[config.mk]
export PLATFORM = sky130hd
export DESIGN_NAME = vtg_raster_timing
export DESIGN_NICKNAME = d
export VERILOG_FILES = /design/src/rtl/vtg_pkg.sv /design/src/rtl/vtg_axis_decode.sv /design/src/rtl/vtg_pos_counter.sv /design/src/rtl/vtg_flag_decode.sv /design/src/rtl/vtg_raster_timing.sv
export SDC_FILE = /design/constraint.sdc
export NUM_CORES = 1
export LEC_CHECK = 0
export BUFFER_PORTS_ARGS = -buffer_cell sky130_fd_sc_hd__buf_2
export CORE_ASPECT_RATIO = 0.7
export CORE_MARGIN = 2
export CORE_UTILIZATION = 62
export CTS_CLUSTER_DIAMETER = 150
export CTS_CLUSTER_SIZE = 16
export DETAILED_ROUTE_END_ITERATION = 16
export PLACE_DENSITY = 0.82
export SLEW_MARGIN = 15
export SYNTH_ARGS = -nofsm -noshare
export SYNTH_HDL_FRONTEND = slang
export SYNTH_SLANG_ARGS = --single-unit
[constraint.sdc]
create_clock -name clk -period 8.6 [get_ports clk]
set_input_delay 2.58 -clock clk [delete_from_list [all_inputs] [get_ports clk]]
set_output_delay 2.58 -clock clk [all_outputs]
set_load 0.05 [all_outputs]
[src/rtl/vtg_pkg.sv]
`timescale 1ns/1ps
// Shared definitions for the raster timing generator: phase encoding and
// flag bit positions. Assumes six phases per axis in fixed order.
package vtg_pkg;
    localparam int NUM_PH = 6;
    localparam int FLAG_W = 5;

    // Bit positions within the flag word (decoded by vtg_flag_decode).
    localparam int FL_INV_H = 0;
    localparam int FL_INV_V = 1;
    localparam int FL_VALID = 2;
    localparam int FL_ISYNC = 3;
    localparam int FL_FSEL  = 4;

    // Phase order along one axis; the numeric order is the time order.
    typedef enum logic [2:0] {
        PH_SYNC   = 3'd0,
        PH_BACK   = 3'd1,
        PH_LEAD   = 3'd2,
        PH_DISP   = 3'd3,
        PH_TRAIL  = 3'd4,
        PH_FRONT  = 3'd5
    } phase_e;
endpackage

[src/rtl/vtg_axis_decode.sv]
`timescale 1ns/1ps
// Combinational decoder for one axis. From the six phase lengths and the
// current position it derives the phase, the last-position flag, the offset
// from the first display position and the axis total. Zero-length phases
// are skipped because the phase is found from cumulative boundaries.
// Assumes len[0] is sync and len[5] is front porch.
module vtg_axis_decode
    import vtg_pkg::*;
#(
    parameter int CW = 12,
    parameter int SW = CW + 3
) (
    input  logic [NUM_PH-1:0][CW-1:0] len,
    input  logic [CW-1:0]             pos,
    output phase_e                    phase,
    output logic                      last,
    output logic [CW-1:0]             rel,
    output logic [SW-1:0]             total
);
    logic [NUM_PH-1:0][SW-1:0] cum;
    logic [SW-1:0]             acc;
    logic [SW-1:0]             pos_w;

    assign pos_w = SW'(pos);

    // Running sum of phase lengths: cum[i] is the end of phase i.
    always_comb begin
        acc = '0;
        for (int i = 0; i < NUM_PH; i++) begin
            acc    = acc + SW'(len[i]);
            cum[i] = acc;
        end
    end

    // Earliest phase whose end lies beyond the position.
    always_comb begin
        phase = PH_FRONT;
        for (int i = NUM_PH - 1; i >= 0; i--) begin
            if (pos_w < cum[i]) phase = phase_e'(3'(i));
        end
    end

    assign total = cum[NUM_PH-1];
    assign last  = (pos_w + SW'(1) >= total) || (pos == '1);
    assign rel   = pos - cum[int'(PH_LEAD)][CW-1:0];
endmodule

[src/rtl/vtg_pos_counter.sv]
`timescale 1ns/1ps
// Position counter for one axis. Steps by one when enabled and returns to
// zero after the last position. Assumes 'last' comes from the decoder of
// the same axis.
module vtg_pos_counter #(
    parameter int CW = 12
) (
    input  logic          clk,
    input  logic          rst_n,
    input  logic          adv,
    input  logic          last,
    output logic [CW-1:0] pos
);
    // Advance or wrap the axis position.
    always_ff @(posedge clk) begin
        if (!rst_n)    pos <= '0;
        else if (adv)  pos <= last ? '0 : pos + CW'(1);
    end

    a_r1_wrap_to_zero: assert property (@(posedge clk) disable iff (!rst_n)
        (adv && last) |=> (pos == '0));

    a_r1_hold_when_idle: assert property (@(posedge clk) disable iff (!rst_n)
        !adv |=> $stable(pos));
endmodule

[src/rtl/vtg_flag_decode.sv]
`timescale 1ns/1ps
// Decodes the active flag word into sync inversions and interlace controls.
// When the valid bit is clear both interlace controls follow the default
// input. The reserved combination (valid, no interlaced sync, field select)
// reports an error and disables interlacing.
module vtg_flag_decode
    import vtg_pkg::*;
(
    input  logic [FLAG_W-1:0] flags,
    input  logic              dflt,
    output logic              inv_h,
    output logic              inv_v,
    output logic              isync,
    output logic              fsel,
    output logic              err
);
    logic valid;

    assign valid = flags[FL_VALID];
    assign inv_h = flags[FL_INV_H];
    assign inv_v = flags[FL_INV_V];
    assign err   = valid && !flags[FL_ISYNC] && flags[FL_FSEL];
    assign isync = valid ? flags[FL_ISYNC] : dflt;
    assign fsel  = valid ? (flags[FL_FSEL] && !err) : dflt;
endmodule

[src/rtl/vtg_raster_timing.sv]
`timescale 1ns/1ps
// Bordered raster timing generator (top). Holds the active and pending
// timing sets, runs one decoder and counter per axis, tracks the frame
// parity and registers every output. Assumes the pixel clock drives clk and
// that line length and frame height fit the counter width.
module vtg_raster_timing
    import vtg_pkg::*;
#(
    parameter int CW        = 12,
    parameter int H_SYNC    = 2,
    parameter int H_BACK    = 2,
    parameter int H_LEAD    = 1,
    parameter int H_DISP    = 8,
    parameter int H_TRAIL   = 1,
    parameter int H_FRONT   = 2,
    parameter int V_SYNC    = 1,
    parameter int V_BACK    = 1,
    parameter int V_LEAD    = 1,
    parameter int V_DISP    = 4,
    parameter int V_TRAIL   = 1,
    parameter int V_FRONT   = 1
) (
    input  logic          clk,
    input  logic          rst_n,
    input  logic          cfg_load,
    input  logic [CW-1:0] cfg_h_sync,
    input  logic [CW-1:0] cfg_h_back,
    input  logic [CW-1:0] cfg_h_lead,
    input  logic [CW-1:0] cfg_h_disp,
    input  logic [CW-1:0] cfg_h_trail,
    input  logic [CW-1:0] cfg_h_front,
    input  logic [CW-1:0] cfg_v_sync,
    input  logic [CW-1:0] cfg_v_back,
    input  logic [CW-1:0] cfg_v_lead,
    input  logic [CW-1:0] cfg_v_disp,
    input  logic [CW-1:0] cfg_v_trail,
    input  logic [CW-1:0] cfg_v_front,
    input  logic [4:0]    cfg_flags,
    input  logic          ilace_dflt,
    output logic          hsync_o,
    output logic          vsync_o,
    output logic          border_o,
    output logic          display_o,
    output logic [CW-1:0] pix_x,
    output logic [CW-1:0] line_y,
    output logic          field_o,
    output logic          cfg_err_o
);
    localparam int SW   = CW + 3;
    localparam int NAX  = 2;
    localparam logic [NUM_PH-1:0][CW-1:0] H_RST = {CW'(H_FRONT), CW'(H_TRAIL),
        CW'(H_DISP), CW'(H_LEAD), CW'(H_BACK), CW'(H_SYNC)};
    localparam logic [NUM_PH-1:0][CW-1:0] V_RST = {CW'(V_FRONT), CW'(V_TRAIL),
        CW'(V_DISP), CW'(V_LEAD), CW'(V_BACK), CW'(V_SYNC)};

    typedef logic [NUM_PH-1:0][CW-1:0] axis_len_t;

    axis_len_t [NAX-1:0]   in_len;
    axis_len_t [NAX-1:0]   act_len;
    axis_len_t [NAX-1:0]   pnd_len;
    logic [FLAG_W-1:0]     act_flags;
    logic [FLAG_W-1:0]     pnd_flags;
    logic                  pend_q;
    logic                  parity_q;

    logic [NAX-1:0][CW-1:0] pos;
    logic [NAX-1:0][CW-1:0] rel;
    logic [NAX-1:0][SW-1:0] total;
    logic [NAX-1:0]         last;
    logic [NAX-1:0]         adv;
    phase_e                 ph [NAX];

    logic inv_h, inv_v, isync, fsel, err;
    logic frame_end, apply;
    logic disp_now, region_now, vs_plain, vs_late, vs_raw;
    logic [SW-1:0] half_line;
    logic [SW-1:0] hpos_w;
    logic [CW-1:0] vs_len;

    assign in_len[0] = {cfg_h_front, cfg_h_trail, cfg_h_disp,
                        cfg_h_lead, cfg_h_back, cfg_h_sync};
    assign in_len[1] = {cfg_v_front, cfg_v_trail, cfg_v_disp,
                        cfg_v_lead, cfg_v_back, cfg_v_sync};

    // Horizontal counter runs every clock; vertical steps at line end.
    assign adv[0] = 1'b1;
    assign adv[1] = last[0];

    for (genvar a = 0; a < NAX; a++) begin : g_axis
        vtg_axis_decode #(.CW(CW), .SW(SW)) u_dec (
            .len   (act_len[a]),
            .pos   (pos[a]),
            .phase (ph[a]),
            .last  (last[a]),
            .rel   (rel[a]),
            .total (total[a])
        );

        vtg_pos_counter #(.CW(CW)) u_cnt (
            .clk   (clk),
            .rst_n (rst_n),
            .adv   (adv[a]),
            .last  (last[a]),
            .pos   (pos[a])
        );

        a_r2_pos_in_range: assert property (@(posedge clk) disable iff (!rst_n)
            (total[a] != '0) |-> ((SW'(pos[a]) < total[a]) || (pos[a] == '1)));
    end

    vtg_flag_decode u_flags (
        .flags (act_flags),
        .dflt  (ilace_dflt),
        .inv_h (inv_h),
        .inv_v (inv_v),
        .isync (isync),
        .fsel  (fsel),
        .err   (err)
    );

    assign frame_end = last[0] && last[1];
    assign apply     = frame_end && (cfg_load || pend_q);

    // Capture on strobe, swap into the active set at the frame boundary.
    always_ff @(posedge clk) begin
        if (!rst_n) begin
            act_len   <= {V_RST, H_RST};
            pnd_len   <= {V_RST, H_RST};
            act_flags <= '0;
            pnd_flags <= '0;
            pend_q    <= 1'b0;
        end else if (apply) begin
            act_len   <= cfg_load ? in_len    : pnd_len;
            act_flags <= cfg_load ? cfg_flags : pnd_flags;
            pend_q    <= 1'b0;
        end else if (cfg_load) begin
            pnd_len   <= in_len;
            pnd_flags <= cfg_flags;
            pend_q    <= 1'b1;
        end
    end

    // Frame parity: restart on apply, toggle per frame while interlaced.
    always_ff @(posedge clk) begin
        if (!rst_n)         parity_q <= 1'b0;
        else if (frame_end) parity_q <= apply ? 1'b0 : ((isync || fsel) && !parity_q);
    end

    // Region and sync decode for the current counter state.
    always_comb begin
        hpos_w     = SW'(pos[0]);
        half_line  = total[0] >> 1;
        vs_len     = act_len[1][int'(PH_SYNC)];
        disp_now   = (ph[0] == PH_DISP) && (ph[1] == PH_DISP);
        region_now = (ph[0] >= PH_LEAD) && (ph[0] <= PH_TRAIL) &&
                     (ph[1] >= PH_LEAD) && (ph[1] <= PH_TRAIL);
        vs_plain   = (ph[1] == PH_SYNC);
        vs_late    = (vs_len != '0) &&
                     (((pos[1] < vs_len) && ((pos[1] != '0) || (hpos_w >= half_line))) ||
                      ((pos[1] == vs_len) && (hpos_w < half_line)));
        vs_raw     = (isync && parity_q) ? vs_late : vs_plain;
    end

    // Output register stage: one clock after the counter state.
    always_ff @(posedge clk) begin
        if (!rst_n) begin
            hsync_o   <= 1'b0;
            vsync_o   <= 1'b0;
            border_o  <= 1'b0;
            display_o <= 1'b0;
            pix_x     <= '0;
            line_y    <= '0;
            field_o   <= 1'b0;
            cfg_err_o <= 1'b0;
        end else begin
            hsync_o   <= (ph[0] == PH_SYNC) ^ inv_h;
            vsync_o   <= vs_raw ^ inv_v;
            border_o  <= region_now && !disp_now;
            display_o <= disp_now;
            pix_x     <= disp_now ? rel[0] : '0;
            line_y    <= disp_now ? rel[1] : '0;
            field_o   <= fsel && parity_q;
            cfg_err_o <= err;
        end
    end

    a_r4_regions_exclusive: assert property (@(posedge clk) disable iff (!rst_n)
        !(display_o && border_o));

    a_r5_coords_zero_outside: assert property (@(posedge clk) disable iff (!rst_n)
        !display_o |-> ((pix_x == '0) && (line_y == '0)));

    a_r7_error_blocks_field: assert property (@(posedge clk) disable iff (!rst_n)
        cfg_err_o |-> !field_o);

    a_r10_apply_on_boundary: assert property (@(posedge clk) disable iff (!rst_n)
        $fell(pend_q) |-> $past(frame_end));

    a_r2_line_steps_at_end: assert property (@(posedge clk) disable iff (!rst_n)
        (pos[1] != $past(pos[1])) |-> $past(last[0]));
endmodule

==> results of run 1 <==
==> state kept, by name, indices dropped and copies added (netlist names), 5 cells and up <==
| name | cells |
|---|---|
| g_axis.u_cnt.pos | 24 |
| pnd_len | 144 |
| pnd_flags | 5 |
| act_flags | 5 |
| act_len | 132 |
| line_y | 12 |
| pix_x | 12 |
| vs_len | 12 |
==> layout make-up <==
type | count | area share (%)
Clock inverter | 2 | 0.1141
Timing Repair Buffer | 301 | 7.708
Tap cell | 535 | 2.348
Multi-Input combinational cell | 2171 | 60.08
Clock buffer | 26 | 2.283
Inverter | 197 | 2.594
Sequential cell | 354 | 24.87
==> power by group <==
part / internal (mW) / leakage [nW] / switching, mW
sequential: 1.96 / 2.89 / 0.199
combinational: 2.56 / 11.7 / 4.47
clock: 0.541 / 0.335 / 0.600
total: 5.06 / 14.9 / 5.27
==> cells in the mapped netlist (all sizes together), types with 8 or more instances <==
cell type | n | area share [%]
dfxtp | 354 | 28
nand2 | 349 | 5.2
mux2i | 278 | 11
ha | 273 | 14
inv | 197 | 2.9
nand4 | 155 | 3.8
o211a | 137 | 5.4
clkbuf | 126 | 1.9
a21oi | 122 | 2.4
o21ai | 109 | 2.2
xnor2 | 89 | 3.1
a21o | 81 | 2.4
nor2 | 77 | 1.1
buf | 51 | 1.7
xor2 | 49 | 1.7
nor4 | 47 | 1.2
nand3 | 35 | 0.70
o211ai | 35 | 1.0
nand2b | 33 | 0.82
o21bai | 29 | 0.86
nor3 | 28 | 0.56
a31oi | 27 | 0.67
o21a | 25 | 0.74
nor2b | 24 | 0.60
and3 | 15 | 0.37
a211oi | 13 | 0.39
fa | 12 | 0.95
or2 | 12 | 0.30
a32o | 8 | 0.32
or3 | 8 | 0.20
==> tightest hold or removal path, delay by kind of cell, from the launching register on <==
family / cells / cell delay [ns]
DFF: 1 / 0.31
and+or+nand+nor: 1 / 0.05
muxes: 1 / 0.05
==> routing by layer <==
layer | up-vias | GRT usage (%)
met5 | - | 0
met4 | 0 | 5.920
met3 | 96 | 6.503
met2 | 993 | 48.89
met1 | 10966 | 51.91
li1 | 10796 | -
==> through the flow <==
stage / power [mW] / util [%] / instance area [µm²] / worst slack [ns] / instances
global placement: 8.431 / 67.17 / 26810 / -0.02462 / 3528
floorplan: 6.623 / - / 25200 / 0.6721 / 2899
CTS: 9.887 / 69.13 / 27600 / 0.001124 / 3558
global route: 10.87 / 71.41 / 28500 / -0.2653 / 3586
detailed placement: 8.678 / 67.17 / 26810 / -0.2511 / 3528
finish: 10.33 / 71.41 / 28500 / 0.1640 / 3586
==> kinds of logic (layout without fill, tap and decap cells) <==
family	count (synthesis)	after routing	synth area share [%]
compound gates	657	657	18.96
xor+xnor	140	140	5.015
fa+ha+maj	287	287	14.59
buf+inv	374	526	6.495
flops	354	354	28.12
mux	281	281	11.18
simple gates	806	806	15.64
==> what timing repair did <==
action,CTS,global route
pin swaps,1,33
gates cloned,1,7
gates resized for setup,10,111
buffers inserted,1,21
setup endpoints to repair,309,325
==> worst max-delay path by stage <==
stage	start	end	slack (ns)	cells after the start
6_report	vs_len[0]$_SDFFE_PN1P_	pnd_len[28]$_SDFFE_PN0N_	0.16	42
5_1_grt	vs_len[0]$_SDFFE_PN1P_	pnd_len[74]$_SDFFE_PN0N_	-0.27	42
4_1_cts	vs_len[1]$_SDFFE_PN0P_	pnd_len[28]$_SDFFE_PN0N_	0.001	39
3_5_place_dp	vs_len[0]$_SDFFE_PN1P_	pnd_len[33]$_SDFFE_PN0N_	-0.25	38
3_3_place_gp	vs_len[0]$_SDFFE_PN1P_	pnd_len[65]$_SDFFE_PN0N_	-0.02	38
2_1_floorplan	vs_len[0]$_SDFFE_PN1P_	pnd_len[0]$_SDFFE_PN0N_	0.67	42
==> flow_summary.json, run 1 <==
{
  "status": "finished, final reports clean",
  "cp_slowest_stage_delay_ns": 0.40,
  "routabilityCongestion": 0.9848,
  "fmax_mhz": 118.5,
  "dieWidth_um": 245.0,
  "crit_fanout": 8,
  "p_leak_nw": 14.88,
  "clock_latency_ns": 0.60,
  "final_cell_mix": "dfxtp_1, nand2_1, mux2i_1",
  "dr.pass1.iters": 6,
  "ys_warn_count": 0,
  "antenna_found_initial": 0,
  "first_iter_violations": 2473,
  "min-delay-start": "pnd_len[139]$_SDFFE_PN0N_",
  "crit_required_ns": 9.09,
  "tritoncts": "yes",
  "critPathCaptureType": "register",
  "area_growth_pct": 13.12,
  "layout.cells.most_common": "dfxtp_1",
  "async_flop_share_pct": 0,
  "grt_remaining_overflow": 0,
  "r2r_slack_ns": 0.16,
  "syn_area_mm2": 0.02520,
  "start_util_pct": 63.13,
  "grt_pass1_wl_um": 115500,
  "synth.distinct_cells": 79,
  "multi_input_area_mm2": 0.01713,
  "final_max_slew_viol_count": 0,
  "syn_inst": 2899,
  "worstMarginPinSlew_ns": 1.180,
  "synth-edff-count": 0,
  "hp-class": "reg -> reg",
  "hold_viol_final": 0,
  "cellPowerDensity_mw_per_mm2": 362.4,
  "core_area_mm2": 0.03992,
  "fin_crit_sh_pct": 98.09,
  "die_h_um": 172.7,
  "topRoutingLayerUsed": "met4",
  "holdBufCountCts": 0,
  "worstSetupPathType": "reg -> reg",
  "rsz0062_at_grt": "true",
  "syn_nets": 3337,
  "seq_area_mm2": 0.007089,
  "vias": 22851,
  "synth_sequential_area_ratio_pct": 28.12,
  "crit_family": "compound AO/OA/AOI/OAI gates",
  "ys_seq_elements": 354,
  "path_clk_slew_ns": 0.07,
  "finalSetupViolations": 0,
  "synthFlopType": "dfxtp_1",
  "synth_area_per_cell_um2": 8.692,
  "viasPerCell": 6.372,
  "wl_met3_um": 7457,
  "ant_nets": 0,
  "cts_made_buffers": 26,
  "die_area_mm2": 0.04230,
  "h-tree-depth": 1,
  "met2_length_um": 31080,
  "num_antenna_cells": 0,
  "cts.path.max_buffers": 3,
  "fin_hold_ws_ns": 0.4543,
  "crit_arrival_ns": 8.93,
  "hold_depth": 2,
  "portBuffers": 182,
  "boundaryPins": 183,
  "critPathBufInv": 5,
  "drt-met1-wl_um": 35770,
  "cts_root_buf": "clkbuf_16",
  "num_rows": 61,
  "grtUsageTotal_pct": 33.74,
  "drv_cap": 0,
  "rr_endpoint": "pnd_len[28]$_SDFFE_PN0N_",
  "drcViolationCount": 0,
  "wl_um": 75560,
  "r2r_cells": 42,
  "grt_max_degree": 267,
  "setup-tns-final_ns": 0,
  "grt_pass1_vias": 21350,
  "peakVddDrop_v": 0.0008913,
  "hold_path_end": "pnd_len[139]$_SDFFE_PN0N_",
  "layout-drive-gt1-share_pct": 14.85,
  "cpMaxStageDelayCell": "ha_1",
  "nets": 3489,
  "min_period_ns": 8.436,
  "nFillCells": 2997,
  "wl_per_cell_um": 21.07,
  "clock_skew_ns": 0.04405,
  "cts_sinks": 354,
  "place_hpwl_um": 55090,
  "worstReg2RegStart": "vs_len[0]$_SDFFE_PN1P_",
  "startpoint_type": "register",
  "relSlewSlack_pct": 21.03
}
Note: power is estimated with default switching activity, not from simulation.
==> run 2, diff against run 1 <==
Settings changed: CORE_UTILIZATION 62 to 56, PLACE_DENSITY 0.82 to 0.78.
Clock period 8.6 ns to 7.61 ns, I/O delays scaled along.
==> run 2 against run 1 <==
  * The flow now finishes with violations (capacitance limit, setup timing)
  * Critical path depth is 1 higher
  * Clock power up 17%
  * Count of clock-buffer cells in the layout unchanged
  * Utilization is 2.0 points higher
  * Sequential share of layout area fell by 2.9 points
  * Non-clock buffer count is 335 higher
  * Power increased by 47%
  * Wire length rose by 14%
  * Highest routed layer unchanged
==> flow_summary.json, run 2 (same netlist as run 1, synthesis figures left out) <==
{
  "crit_fanout": 7,
  "grt_pass1_vias": 23507,
  "clock_latency_ns": 0.62,
  "drcViolationCount": 0,
  "rsz0062_at_grt": "true",
  "grt_remaining_overflow": 0,
  "failed_checks": "capacitance limit, setup timing",
  "fmax_mhz": 119.8,
  "cts_sinks": 354,
  "h-tree-depth": 1,
  "final_cell_mix": "buf_4, nand2_1, dfxtp_1",
  "finalWorstSetupSlack_ns": -0.7373,
  "largest_registers": "pnd_len: 144 flops, act_len: 132 flops, g_axis.u_cnt.pos: 24 flops",
  "worstMarginPinSlew_ns": 1.493,
  "nets": 3824,
  "worstSetupPathType": "reg -> reg",
  "boundaryPins": 183,
  "crit_required_ns": 8.12,
  "dieWidth_um": 257.5,
  "peakVddDrop_v": 0.0007208,
  "grt_pass1_wl_um": 127800,
  "grt_max_degree": 218,
  "crit_arrival_ns": 8.86,
  "dr.pass1.iters": 6,
  "die_area_mm2": 0.04674,
  "layout-drive-gt1-share_pct": 25.61,
  "cts_root_buf": "clkbuf_16",
  "cts.path.max_buffers": 3,
  "hold_path_end": "pnd_len[90]$_SDFFE_PN0N_",
  "p_leak_nw": 16.87,
  "relSlewSlack_pct": 0.07221,
  "total_power_mw": 15.22,
  "vias": 24801,
  "core_area_mm2": 0.04404,
  "startpoint_type": "register",
  "final_max_slew_viol_count": 0,
  "start_util_pct": 57.21,
  "wl_per_cell_um": 21.71,
  "cpMostUsedCell": "ha_4",
  "r2r_slack_ns": -0.74,
  "antenna_found_initial": 1,
  "final_cell_area_mm2": 0.03232,
  "ant_nets": 0,
  "worstReg2RegStart": "vs_len[0]$_SDFFE_PN1P_",
  "hold_viol_final": 0,
  "portBuffers": 182,
  "grtUsageTotal_pct": 34.06,
  "fin_hold_ws_ns": 0.4587,
  "area_growth_pct": 28.26,
  "viasPerCell": 6.227,
  "cpMaxStageDelayCell": "a311o_2",
  "die_h_um": 181.5,
  "status": "finished with violations",
  "fin_crit_sh_pct": 109.7,
  "tritoncts": "yes",
  "drv_cap": 1,
  "r2r_cells": 43,
  "cp_slowest_stage_delay_ns": 0.42,
  "cellPowerDensity_mw_per_mm2": 471.1,
  "rr_endpoint": "pnd_len[140]$_SDFFE_PN0N_",
  "postPlaceCellArea_mm2": 0.02880,
  "place_hpwl_um": 58790,
  "hold_depth": 2,
  "wl_um": 86490,
  "cts_made_buffers": 26,
  "hp-class": "reg -> reg",
  "holdBufCountCts": 0,
  "path_clk_slew_ns": 0.09,
  "critPathCaptureType": "register",
  "num_rows": 64,
  "largest-register": "pnd_len",
  "layout.cells.most_common": "buf_4",
  "largest_reg_flops": 144,
  "routabilityCongestion": 0.9707,
  "clock_skew_ns": 0.03112,
  "finalSetupViolations": 320,
  "first_iter_violations": 2642,
  "min-delay-start": "pnd_len[90]$_SDFFE_PN0N_",
  "min_period_ns": 8.347
}
run 2: cell count changes in the layout (fill, tap and decap cells not counted), moves of 7 or more:
cell	previous run	this run
buf_4	92	378
buf_12	14	30
ha_1	258	242
buf_16	2	17
a21oi_1	102	88
o21ai_0	98	84
ha_4	10	22
a21oi_2	20	30
buf_6	3	12
o21ai_1	10	19
a31oi_1	25	18
nor2_1	76	69
run 2: critical path, delay by kind of cell, from the launching register on:
kind | cells | cell delay [ns]
buffers and inverters | 7 | 0.86
multiplexers | 1 | 0.24
flip-flops | 1 | 0.36
AO/OA/AOI/OAI | 16 | 2.86
AND/OR/NAND/NOR | 7 | 1.17
XOR/XNOR | 5 | 1.05
adder cells (fa/ha/maj) | 7 | 1.69
run 2: power by group:
| part | internal, mW | switching [mW] |
|---|---|---|
| clock network | 0.615 | 0.715 |
| logic | 5.16 | 6.29 |
| registers | 2.21 | 0.231 |
| total | 7.99 | 7.23 |
run 2: how the worst max path moves through the flow:
stage / endpoint / slack (ns) / startpoint
global route: pnd_len[140]$_SDFFE_PN0N_ / -1.03 / vs_len[0]$_SDFFE_PN1P_
finish: pnd_len[140]$_SDFFE_PN0N_ / -0.74 / vs_len[0]$_SDFFE_PN1P_
floorplan: pnd_len[0]$_SDFFE_PN0N_ / 0.006 / vs_len[0]$_SDFFE_PN1P_
detailed placement: pnd_len[99]$_SDFFE_PN0N_ / -1.12 / act_len[85]$_SDFFE_PN0P_
CTS: pnd_flags[2]$_SDFFE_PN0N_ / -0.45 / act_len[84]$_SDFFE_PN1P_
global placement: pnd_len[115]$_SDFFE_PN0N_ / -0.81 / act_len[84]$_SDFFE_PN1P_
run 2: repair_timing:
item                       in CTS  in global routing
buffers inserted               68                 29
pin swaps                      96                 77
cloned                         18                 11
setup endpoints to repair     325                325
gates resized for setup       185                 87
run 2: cell type report:
class	instances	area, µm²
Timing Repair Buffer	636	5354
Clock buffer	26	650.6
Sequential cell	354	7099
Antenna cell	3	7.507
Fill cell	3076	11720
Tap cell	594	743.2
Multi-Input combinational cell	2171	17680
Inverter	197	739.5
Clock inverter	2	46.29
run 2: stage by stage:
| stage | cells | utilization [%] | TNS [ns] | setup WS (ns) |
|---|---|---|---|---|
| final | 3983 | 73.38 | -186.80 | -0.7373 |
| after floorplan | 2899 | - | 0 | 0.006358 |
| after CTS | 3945 | 71.37 | -103.19 | -0.4538 |
| after detailed placement | 3835 | 65.39 | -314.12 | -1.116 |
| after global placement | 3835 | 65.39 | -231.94 | -0.8149 |
| after global routing | 3980 | 73.37 | -283.58 | -1.031 |
run 2: per-layer routing:
metal / global-route usage, % / up-vias / part of all wire (%)
li1: - / 11485 / -
met1: 49.16 / 11931 / 44
met5: 0.1029 / - / 0
met3: 8.710 / 183 / 11
met4: 8.647 / 0 / 2.7
met2: 50.28 / 1202 / 42
